===== src/rtl/alu_psw_pkg.sv =====
package alu_psw_pkg;

  typedef enum logic [2:0] {
    OP_ADD  = 3'd0,
    OP_ADDC = 3'd1,
    OP_SUBB = 3'd2,
    OP_AND  = 3'd3,
    OP_OR   = 3'd4,
    OP_XOR  = 3'd5,
    OP_CPL  = 3'd6,
    OP_MOVE = 3'd7
  } alu_op_e;

  localparam int PSW_W   = 8;
  localparam int BIT_CY  = 7;
  localparam int BIT_AC  = 6;
  localparam int BIT_F0  = 5;
  localparam int BIT_RS1 = 4;
  localparam int BIT_RS0 = 3;
  localparam int BIT_OV  = 2;
  localparam int BIT_NC  = 1;
  localparam int BIT_PAR = 0;

  typedef struct packed {
    logic cy;
    logic ac;
    logic ov;
  } arith_flags_t;

endpackage


===== src/rtl/alu_core.sv =====
module alu_core
  import alu_psw_pkg::*;
#(
  parameter int DW = 8
) (
  input  logic [DW-1:0] a,
  input  logic [DW-1:0] b,
  input  alu_op_e       op,
  input  logic          cy_in,
  output logic [DW-1:0] res,
  output arith_flags_t  flg,
  output logic          is_arith
);
  localparam int HALF = DW / 2;

  logic          sub;
  logic          cin;
  logic [DW-1:0] bx;
  logic [DW:0]   full_sum;
  logic [HALF:0] low_sum;
  logic [DW-1:0] upper_in_sum;
  logic          c_out, c_half, c_into_msb;

  always_comb begin
    sub = (op == OP_SUBB);
    unique case (op)
      OP_ADD:  cin = 1'b0;
      OP_ADDC: cin = cy_in;
      OP_SUBB: cin = ~cy_in;
      default: cin = 1'b0;
    endcase
    bx = sub ? ~b : b;
  end

  assign full_sum     = {1'b0, a} + {1'b0, bx} + {{DW{1'b0}}, cin};
  assign low_sum      = {1'b0, a[HALF-1:0]} + {1'b0, bx[HALF-1:0]} + {{HALF{1'b0}}, cin};
  assign upper_in_sum = {1'b0, a[DW-2:0]} + {1'b0, bx[DW-2:0]} + {{(DW-1){1'b0}}, cin};

  assign c_out      = full_sum[DW];
  assign c_half     = low_sum[HALF];
  assign c_into_msb = upper_in_sum[DW-1];

  always_comb begin
    is_arith = (op == OP_ADD) || (op == OP_ADDC) || (op == OP_SUBB);
    flg.cy   = sub ? ~c_out  : c_out;
    flg.ac   = sub ? ~c_half : c_half;
    flg.ov   = c_into_msb ^ c_out;
    unique case (op)
      OP_ADD, OP_ADDC, OP_SUBB: res = full_sum[DW-1:0];
      OP_AND:  res = a & b;
      OP_OR:   res = a | b;
      OP_XOR:  res = a ^ b;
      OP_CPL:  res = ~a;
      default: res = b;
    endcase
  end

endmodule


===== src/rtl/parity_tree.sv =====
module parity_tree #(
  parameter int DW = 8
) (
  input  logic [DW-1:0] d,
  output logic          odd
);
  logic [DW-1:0] chain;

  assign chain[0] = d[0];
  for (genvar i = 1; i < DW; i++) begin : g_stage
    assign chain[i] = chain[i-1] ^ d[i];
  end
  assign odd = chain[DW-1];

endmodule


===== src/rtl/psw_reg.sv =====
module psw_reg
  import alu_psw_pkg::*;
(
  input  logic             clk,
  input  logic             rst,
  input  logic             arith_upd,
  input  arith_flags_t     flg,
  input  logic             cy_set,
  input  logic             cy_clr,
  input  logic             bit_we,
  input  logic [2:0]       bit_idx,
  input  logic             bit_d,
  input  logic             byte_we,
  input  logic [PSW_W-1:0] byte_d,
  output logic [PSW_W-1:0] stat_q
);
  logic [PSW_W-1:0] nxt;

  always_comb begin
    nxt = stat_q;
    if (arith_upd) begin
      nxt[BIT_CY] = flg.cy;
      nxt[BIT_AC] = flg.ac;
      nxt[BIT_OV] = flg.ov;
    end
    if (cy_clr) nxt[BIT_CY] = 1'b0;
    if (cy_set) nxt[BIT_CY] = 1'b1;
    if (bit_we && (bit_idx > 3'(BIT_NC))) nxt[bit_idx] = bit_d;
    if (byte_we) nxt = byte_d;
    nxt[BIT_NC]  = 1'b0;
    nxt[BIT_PAR] = 1'b0;
  end

  always_ff @(posedge clk) begin
    if (rst) stat_q <= '0;
    else     stat_q <= nxt;
  end

endmodule


===== src/rtl/alu_psw_unit.sv =====
module alu_psw_unit
  import alu_psw_pkg::*;
#(
  parameter int DW = 8
) (
  input  logic          clk,
  input  logic          rst,
  input  logic          op_valid,
  input  logic [2:0]    op_sel,
  input  logic [DW-1:0] opnd_b,
  input  logic          psw_we,
  input  logic [7:0]    psw_wd,
  input  logic          bit_we,
  input  logic [2:0]    bit_idx,
  input  logic          bit_d,
  input  logic          cy_set,
  input  logic          cy_clr,
  output logic [DW-1:0] acc_q,
  output logic [7:0]    psw_q
);
  logic [DW-1:0]    alu_res;
  arith_flags_t     alu_flg;
  logic             alu_arith;
  logic [PSW_W-1:0] stat;
  logic             acc_odd;

  alu_core #(.DW(DW)) u_core (
    .a        (acc_q),
    .b        (opnd_b),
    .op       (alu_op_e'(op_sel)),
    .cy_in    (stat[BIT_CY]),
    .res      (alu_res),
    .flg      (alu_flg),
    .is_arith (alu_arith)
  );

  psw_reg u_psw (
    .clk       (clk),
    .rst       (rst),
    .arith_upd (op_valid && alu_arith),
    .flg       (alu_flg),
    .cy_set    (cy_set),
    .cy_clr    (cy_clr),
    .bit_we    (bit_we),
    .bit_idx   (bit_idx),
    .bit_d     (bit_d),
    .byte_we   (psw_we),
    .byte_d    (psw_wd),
    .stat_q    (stat)
  );

  parity_tree #(.DW(DW)) u_par (
    .d   (acc_q),
    .odd (acc_odd)
  );

  always_ff @(posedge clk) begin
    if (rst)           acc_q <= '0;
    else if (op_valid) acc_q <= alu_res;
  end

  assign psw_q = {stat[PSW_W-1:1], acc_odd};

endmodule


===== config.mk =====
export PLATFORM = sky130hd
export DESIGN_NAME = alu_psw_unit
export DESIGN_NICKNAME = d
export VERILOG_FILES = /design/src/rtl/alu_psw_pkg.sv /design/src/rtl/alu_core.sv /design/src/rtl/parity_tree.sv /design/src/rtl/psw_reg.sv /design/src/rtl/alu_psw_unit.sv
export SDC_FILE = /design/constraint.sdc
export NUM_CORES = 1
export LEC_CHECK = 0
export ABC_AREA = 1
export BUFFER_PORTS_ARGS = -buffer_cell sky130_fd_sc_hd__buf_2
export CORE_ASPECT_RATIO = 1.1
export CORE_MARGIN = 5
export CORE_UTILIZATION = 25
export DETAILED_ROUTE_END_ITERATION = 8
export SETUP_SLACK_MARGIN = 0.05
export SLEW_MARGIN = 20
export SYNTH_ARGS = -nofsm -noshare
export SYNTH_HDL_FRONTEND = slang
export SYNTH_HIERARCHICAL = 1
export SYNTH_SLANG_ARGS = --single-unit

===== constraint.sdc =====
create_clock -name clk -period 3.9 [get_ports clk]
set_clock_uncertainty 0.2 [all_clocks]
set_input_delay 0.78 -clock clk [delete_from_list [all_inputs] [get_ports clk]]
set_output_delay 0.78 -clock clk [all_outputs]
set_load 0.01 [all_outputs]

; After elaboration in Yosys (flattened, before gate mapping)
; Index checks and enable logic that the tools add are counted.
; W data, S select, Z words.
[op_classes]
reduce_logical = 8
n_mux = 14
n_eq_ne = 6
add_sub_neg = 6
order_cmp = 3
bitwise_logic = 16
[ops]
columns = op, count
row1 = $pmux W8 S5, 1
row2 = $mux W8, 3
row3 = $not A8 Y8, 2
row4 = $add A8 B8 Y9, 1
row5 = $add A9 B1 Y9, 1
row6 = $eq A3 B3 Y1 const B, 3
row7 = $add A7 B7 Y8, 1
row8 = $add A8 B1 Y8, 1
row9 = $and A8 B8 Y8, 1
row10 = $bwmux W8, 1
row11 = $or A8 B8 Y8, 1
row12 = $xor A1 B1 Y1, 8
row13 = $xor A8 B8 Y8, 1
row14 = $eq A3 B2 Y1 const B, 2
row15 = $mux W1, 6
row16 = $add A4 B4 Y5, 1
row17 = $add A5 B1 Y5, 1
row18 = $lt A3 B4 Y1 const B, 1
row19 = $demux W1 S3, 1
row20 = $eq A3 B1 Y1 const B, 1
row21 = $ge A3 B1 Y1 const B, 1
row22 = $gt A3 B1 Y1 const B, 1
row23 = $logic_and A1 B1 Y1, 3
row24 = $logic_not A3 Y1, 1
row25 = 6 further kinds, 9
[word_totals]
in_bits = 30
wordCells = 57
output_inout_bits = 16
register_bits = 16

; Logic depth before layout (Yosys ltp)
; Gate-level depths: netlist of the first run.
[logic_depth]
word_depth = 12
depth_mapped = 22

; Hierarchy
; Netlist of the first run, hierarchy kept.
[by_module_without_submodules]
columns = mod, cells_each, n_inst, area_each_um2
row1 = alu_core, 188, 1, 1089.8
row2 = psw_reg, 80, 1, 447.9
row3 = alu_psw_unit, 54, 1, 356.6
row4 = parity_tree, 28, 1, 131.4

; Least setup slack after synthesis of the first run
; No wires, ideal clock.
[synth_path]
path_kind = in2reg
startpoint = input op_sel[1]
endpoint = register u_psw.stat_q[7]
arrival_ps = 3104
cell_stages = 22
setup_slack_ps = 482
n_path_buf = 1
setup_ps = 114
path_cell_list = inv_1 -> nor2_1 -> inv_1 -> nor2_2 -> buf_6 -> xor2_1 -> fa_1 -> fa_1 -> nand2_1 -> nand3_1 -> nand2_1 -> inv_1 -> a21oi_1 -> inv_1 -> nand2_1 -> nand2_1 -> inv_1 -> nand2_1 -> nand3b_1 -> nand2_1 -> nand2_1 -> a21oi_2
[synth_lines]
columns = item, line_no
row1 = start: declaration, alu_psw_unit.sv:9  ; input logic [2:0] op_sel,
row2 = end signal: assignment, psw_reg.sv:36  ; else stat_q <= nxt;
row3 = end: declaration, psw_reg.sv:15  ; output logic [PSW_W-1:0] stat_q

==> impl_metrics.ini, run 1 <==
[synthesis]
synth_cells = 349
synth.avg_cell_area_um2 = 5.78
syn_area_um2 = 2020
yosys_warnings = 6
synth_nets = 404

[power_and_ir_drop]
swShare = 0.408
p_leak_nw = 1.36
power_frac_seq = 0.298
intPower_mw = 0.354
ir_drop_mv = 0.160
p_switching_mw = 0.244
power_frac_comb = 0.461
total_power_mw = 0.598
pwr_density_cell_nw_per_um2 = 252
clkPwrFrac = 0.241

[cells_and_area]
area.growth.synth_to_final_pct = 17.5
final_cells = 498
fill_cells = 931
antenna_cells = 0
drive_gt1_frac = 0.177
final_nets = 446
multiInputGateArea_um2 = 1420
seq_area_um2 = 280

[die]
core_um2 = 7910
io_pins = 46
fp.dieW_um = 95.7
rows = 34
start_util = 0.255
fp.dieH_um = 104
die_area_um2 = 9970

[setup_path]
worstPathRequired_ns = 3.84
crit_path_max_fanout = 3
criticalPathCategory = input pin to flop
worstReg2RegStart = u_psw/stat_q[7]
worst_setup_path_start_kind = input pin
cp-end-kind = flop
crit_path_start = op_sel[1]
arrival_ns = 3.31

[flow_run]
maxCapViolations = 0

[drt]
wl_per_cell_um = 10.5
routed_wl_um = 5250
drc_errors = 0
via_per_inst = 4.23
dr_total_vias = 2108
dr.pass1.iters = 4
ant_nets = 0
dr.first_iter.drc_count = 72

[cts]
cts-root-buf = clkbuf_8
clock_path_buffers = 2
insertion_delay_ns = 0.25
holdBufCountCts = 0
cts_resized = 0
post_cts_buffers = 0
h-tree-depth = 1
clkTransAtPathRegs_ns = 0.06
tritoncts = done
numCtsBuffers = 3
cts.sinks = 14

[sta]
hold_violations = 0
fin_ws_ns = 0.535
fmax_mhz = 297
relSlewSlack = 0.647
period_minus_slack_ns = 3.37
tightest_slew_ns = 0.527
slew_violations = 0
rsz0062_at_grt = no
setup_viol = 0
timing.hold.ws_ns = 0.315
finalCritPeriodShare = 0.863
fin_setup_tns_ns = 0

[grt]
grt_pass1_vias = 2009
grt_use_total = 0.109
grt_max_degree = 18
antenna_found_initial = 0
grt_pass1_wl_um = 8940
grt-ovfl-total = 0

[placed_design]
dp.cells = 494
dp_hpwl_um = 4290
gp_congestion = 0.878
portBuffers = 42
dpl_worst_slack_ns = 0.273

[hold_path]
min_path_type = flop to flop
hold_start = u_psw/stat_q[3]

[run_status]
status = complete, no violations
-- power by group through the flow --
stage          logic, mW  clock network (mW)  registers (mW)
2_1_floorplan      0.203                   0           0.181
3_3_place_gp       0.271                   0           0.182
3_5_place_dp       0.276                   0           0.182
4_1_cts            0.278               0.150           0.179
5_1_grt            0.321               0.156           0.182
6_report           0.276               0.144           0.178
-- through the flow --
| stage | utilization | instance area [um^2] |
|---|---|---|
| floorplan | - | 2020 |
| global placement | 0.293 | 2320 |
| detailed placement | 0.293 | 2320 |
| CTS | 0.300 | 2370 |
| global route | 0.300 | 2370 |
| finish | 0.300 | 2370 |
-- worst max-delay path, cell delays in order --
cell	delay (ns)
buf_2	0.10
inv_1	0.05
nor2_1	0.14
inv_1	0.07
nor2_2	0.12
xor2_1	0.10
fa_1	0.44
fa_1	0.39
nand2_1	0.09
nand3_1	0.09
nand2_1	0.13
inv_1	0.07
a21oi_1	0.21
inv_1	0.09
nand2_1	0.07
nand2_1	0.05
inv_1	0.04
nand2_1	0.04
nand3b_1	0.08
nand2_1	0.05
nand2_1	0.07
a21oi_2	0.04
-- path summary, 6_finish.rpt --
path                            cells after the start              end  slack [ns]
worst max-delay path                               22  u_psw/stat_q[7]        0.53
worst min-delay path                                4  u_psw/stat_q[3]        0.31
worst max register to register                     18  u_psw/stat_q[7]        1.09
worst min register to register                      4  u_psw/stat_q[3]        0.31
-- area by class of cell --
cell class              instances  area share
multi-input cells             258       0.598
flip-flops and latches         14       0.118
inverters                      71       0.112
repair buffers                 43      0.0918
well taps                     108      0.0570
clock buffers                   4      0.0232
-- registers in the layout (all words and copies together), names as in the netlist --
register	cells
acc_q	8
u_psw/stat_q	6
-- placed cells by master (no fill, tap or decap) --
| cell | n |
|---|---|
| o211ai_2 | 1 |
| dfxtp_1 | 14 |
| nor2_1 | 37 |
| inv_2 | 6 |
| o21ai_0 | 19 |
| buf_4 | 1 |
| nand2_1 | 107 |
| nand4_1 | 2 |
| nand3b_1 | 3 |
| conb_1 | 1 |
| nor2_2 | 8 |
| clkbuf_8 | 4 |
| a21oi_1 | 8 |
| o2bb2ai_1 | 1 |
| inv_1 | 65 |
| a21oi_2 | 1 |
| xor2_1 | 9 |
| nand2_2 | 2 |
| ha_1 | 23 |
| xnor2_1 | 1 |
| nand3_1 | 24 |
| nand3_2 | 2 |
| fa_1 | 2 |
| buf_2 | 42 |
| or2_2 | 1 |
| nor2_4 | 1 |
| o211ai_1 | 5 |
-- routing by layer --
layer  share of wire  vias to the layer above  GRT usage
met4          0.0072                        0     0.0295
met5               0                        -          0
met3           0.050                        4     0.0166
met1            0.50                      917      0.146
li1                -                     1142          -
met2            0.44                       45      0.177
Note: power is estimated with default switching activity, not from simulation.
==> run 2: changes to the inputs <==
BUFFER_PORTS_ARGS = not set   (was -buffer_cell sky130_fd_sc_hd__buf_2)
DONT_BUFFER_PORTS = 1   (was not set)
==> run 2 against run 1 <==
Against the previous run: final area decreased by 8.5%; non-clock buffer count decreased by 41; worst setup slack improved by 0.10 ns; first-iteration DRC count increased by 11%; global-route usage decreased by 0.37 points; largest power group unchanged; wire length decreased by 3.4%; critical path depth decreased by 1; via count decreased by 8.6%; die area unchanged; worst hold slack improved by 0.053 ns; flip-flop and latch count unchanged.
==> impl_metrics.ini, run 2 (synthesis results as in run 1) <==
[cts]
cts-root-buf = clkbuf_8
post_cts_buffers = 0
cts_resized = 0
h-tree-depth = 1
holdBufCountCts = 0
insertion_delay_ns = 0.24
tritoncts = done
numCtsBuffers = 3
clkTransAtPathRegs_ns = 0.06
cts.sinks = 14
clock_path_buffers = 2

[sta]
tightest_slew_ns = 0.524
slew_violations = 0
rsz0062_at_grt = no
timing.hold.ws_ns = 0.368
fin_setup_tns_ns = 0
setup_viol = 0
hold_violations = 0
finalCritPeriodShare = 0.837
fmax_mhz = 306
relSlewSlack = 0.650
period_minus_slack_ns = 3.27

[power_and_ir_drop]
pwr_density_cell_nw_per_um2 = 258
ir_drop_mv = 0.141
p_leak_nw = 1.18

[die]
die_area_um2 = 9970
core_um2 = 7910
fp.dieW_um = 95.7
io_pins = 46
start_util = 0.255
rows = 34
fp.dieH_um = 104

[cells_and_area]
area.growth.synth_to_final_pct = 7.50
largest_register_ffs = 8
final_cell_area_um2 = 2170
antenna_cells = 0
largest_registers = acc_q: 8 flops, u_psw/stat_q: 6 flops
final_nets = 405
layout_commonest_cell = nand2_1
top_register = acc_q
final_cell_mix = nand2_1 (107), inv_1 (65), nor2_1 (37)
drive_gt1_frac = 0.0802

[drt]
drc_errors = 0
via_per_inst = 4.21
dr_total_vias = 1926
dr.first_iter.drc_count = 80
routed_wl_um = 5070
wl_per_cell_um = 11.1
ant_nets = 0
dr.pass1.iters = 4

[setup_path]
cp-end-kind = flop
slowest_stage = fa_1
criticalPathCategory = input pin to flop
crit_path_max_incr_delay_ns = 0.43
worstPathRequired_ns = 3.84
worst_setup_path_start_kind = input pin
crit_path_max_fanout = 3
crit_chain = inv_1, nor2_1, inv_1, nor2_2, xor2_1, fa_1, fa_1, nand2_1, nand3_1, nand2_1, inv_1, a21oi_1, inv_1, nand2_1, nand2_1, inv_1, nand2_1, nand3b_1, nand2_1, nand2_1, a21oi_2
critPathMostFrequentCell = nand2_1
arrival_ns = 3.21

[grt]
grt_max_degree = 18
grt-ovfl-total = 0
grt_use_total = 0.105
antenna_found_initial = 0
grt_pass1_wl_um = 8600
grt_pass1_vias = 1871

[flow_run]
maxCapViolations = 0

[placed_design]
dp_hpwl_um = 4170
placed_area_um2 = 2110
portBuffers = 0
gp_congestion = 0.849

[run_status]
status = complete, no violations

[hold_path]
min_path_type = flop to flop
-- run 2: changes by cell type in the layout (fill, tap and decap cells not counted), sizes merged --
cell | previous run | this run
buf | 43 | 2
-- run 2: critical path, delay by kind of cell --
kind	cells	cell delay, ns
adders and majority gates	2	0.82
xor gates and xnor gates	1	0.10
AOI/OAI and AO/OA	2	0.26
buffers and inverters	5	0.30
and+or+nand+nor	11	0.92
-- run 2: report_power, final --
| part | total [mW] | leakage (nW) | switching [mW] | internal, mW |
|---|---|---|---|---|
| combinational | 0.235 | 1.04 | 0.143 | 0.0916 |
| sequential | 0.185 | 0.116 | 0.0292 | 0.156 |
| clock | 0.140 | 0.0288 | 0.0508 | 0.0893 |
-- run 2: area by class of cell --
class                           count  area, um^2
Timing Repair Buffer                2        15.0
Sequential cell                    14         280
Tap cell                          108         135
Clock buffer                        4        55.1
Fill cell                         931        5740
Inverter                           71         267
Multi-Input combinational cell    258        1420
-- run 2: per-stage QoR --
| step | std cells | setup slack [ns] | utilization | power (mW) |
|---|---|---|---|---|
| 2_1_floorplan | 349 | 0.482 | - | 0.384 |
| 3_3_place_gp | 453 | 0.425 | 0.267 | 0.418 |
| 3_5_place_dp | 453 | 0.405 | 0.267 | 0.424 |
| 4_1_cts | 457 | 0.652 | 0.274 | 0.570 |
| 5_1_grt | 457 | 0.337 | 0.274 | 0.621 |
| 6_report | 457 | 0.634 | 0.274 | 0.560 |
-- run 2: final timing paths --
path              depth (start not counted)  slack [ns]             from              end
setup / recovery                         21        0.63        op_sel[1]  u_psw/stat_q[7]
hold / removal                            4        0.37  u_psw/stat_q[3]  u_psw/stat_q[3]
setup reg to reg                         18        1.00  u_psw/stat_q[7]  u_psw/stat_q[7]
hold reg to reg                           4        0.37  u_psw/stat_q[3]  u_psw/stat_q[3]
-- run 2: layer usage --
layer  vias to the layer above  routed length (um)  global-route usage
met1                       827                2400               0.141
met4                         0                  14              0.0234
met3                         2                 385              0.0318
met2                        35                2270               0.163
li1                       1062                   -                   -
met5                         -                   0                   0
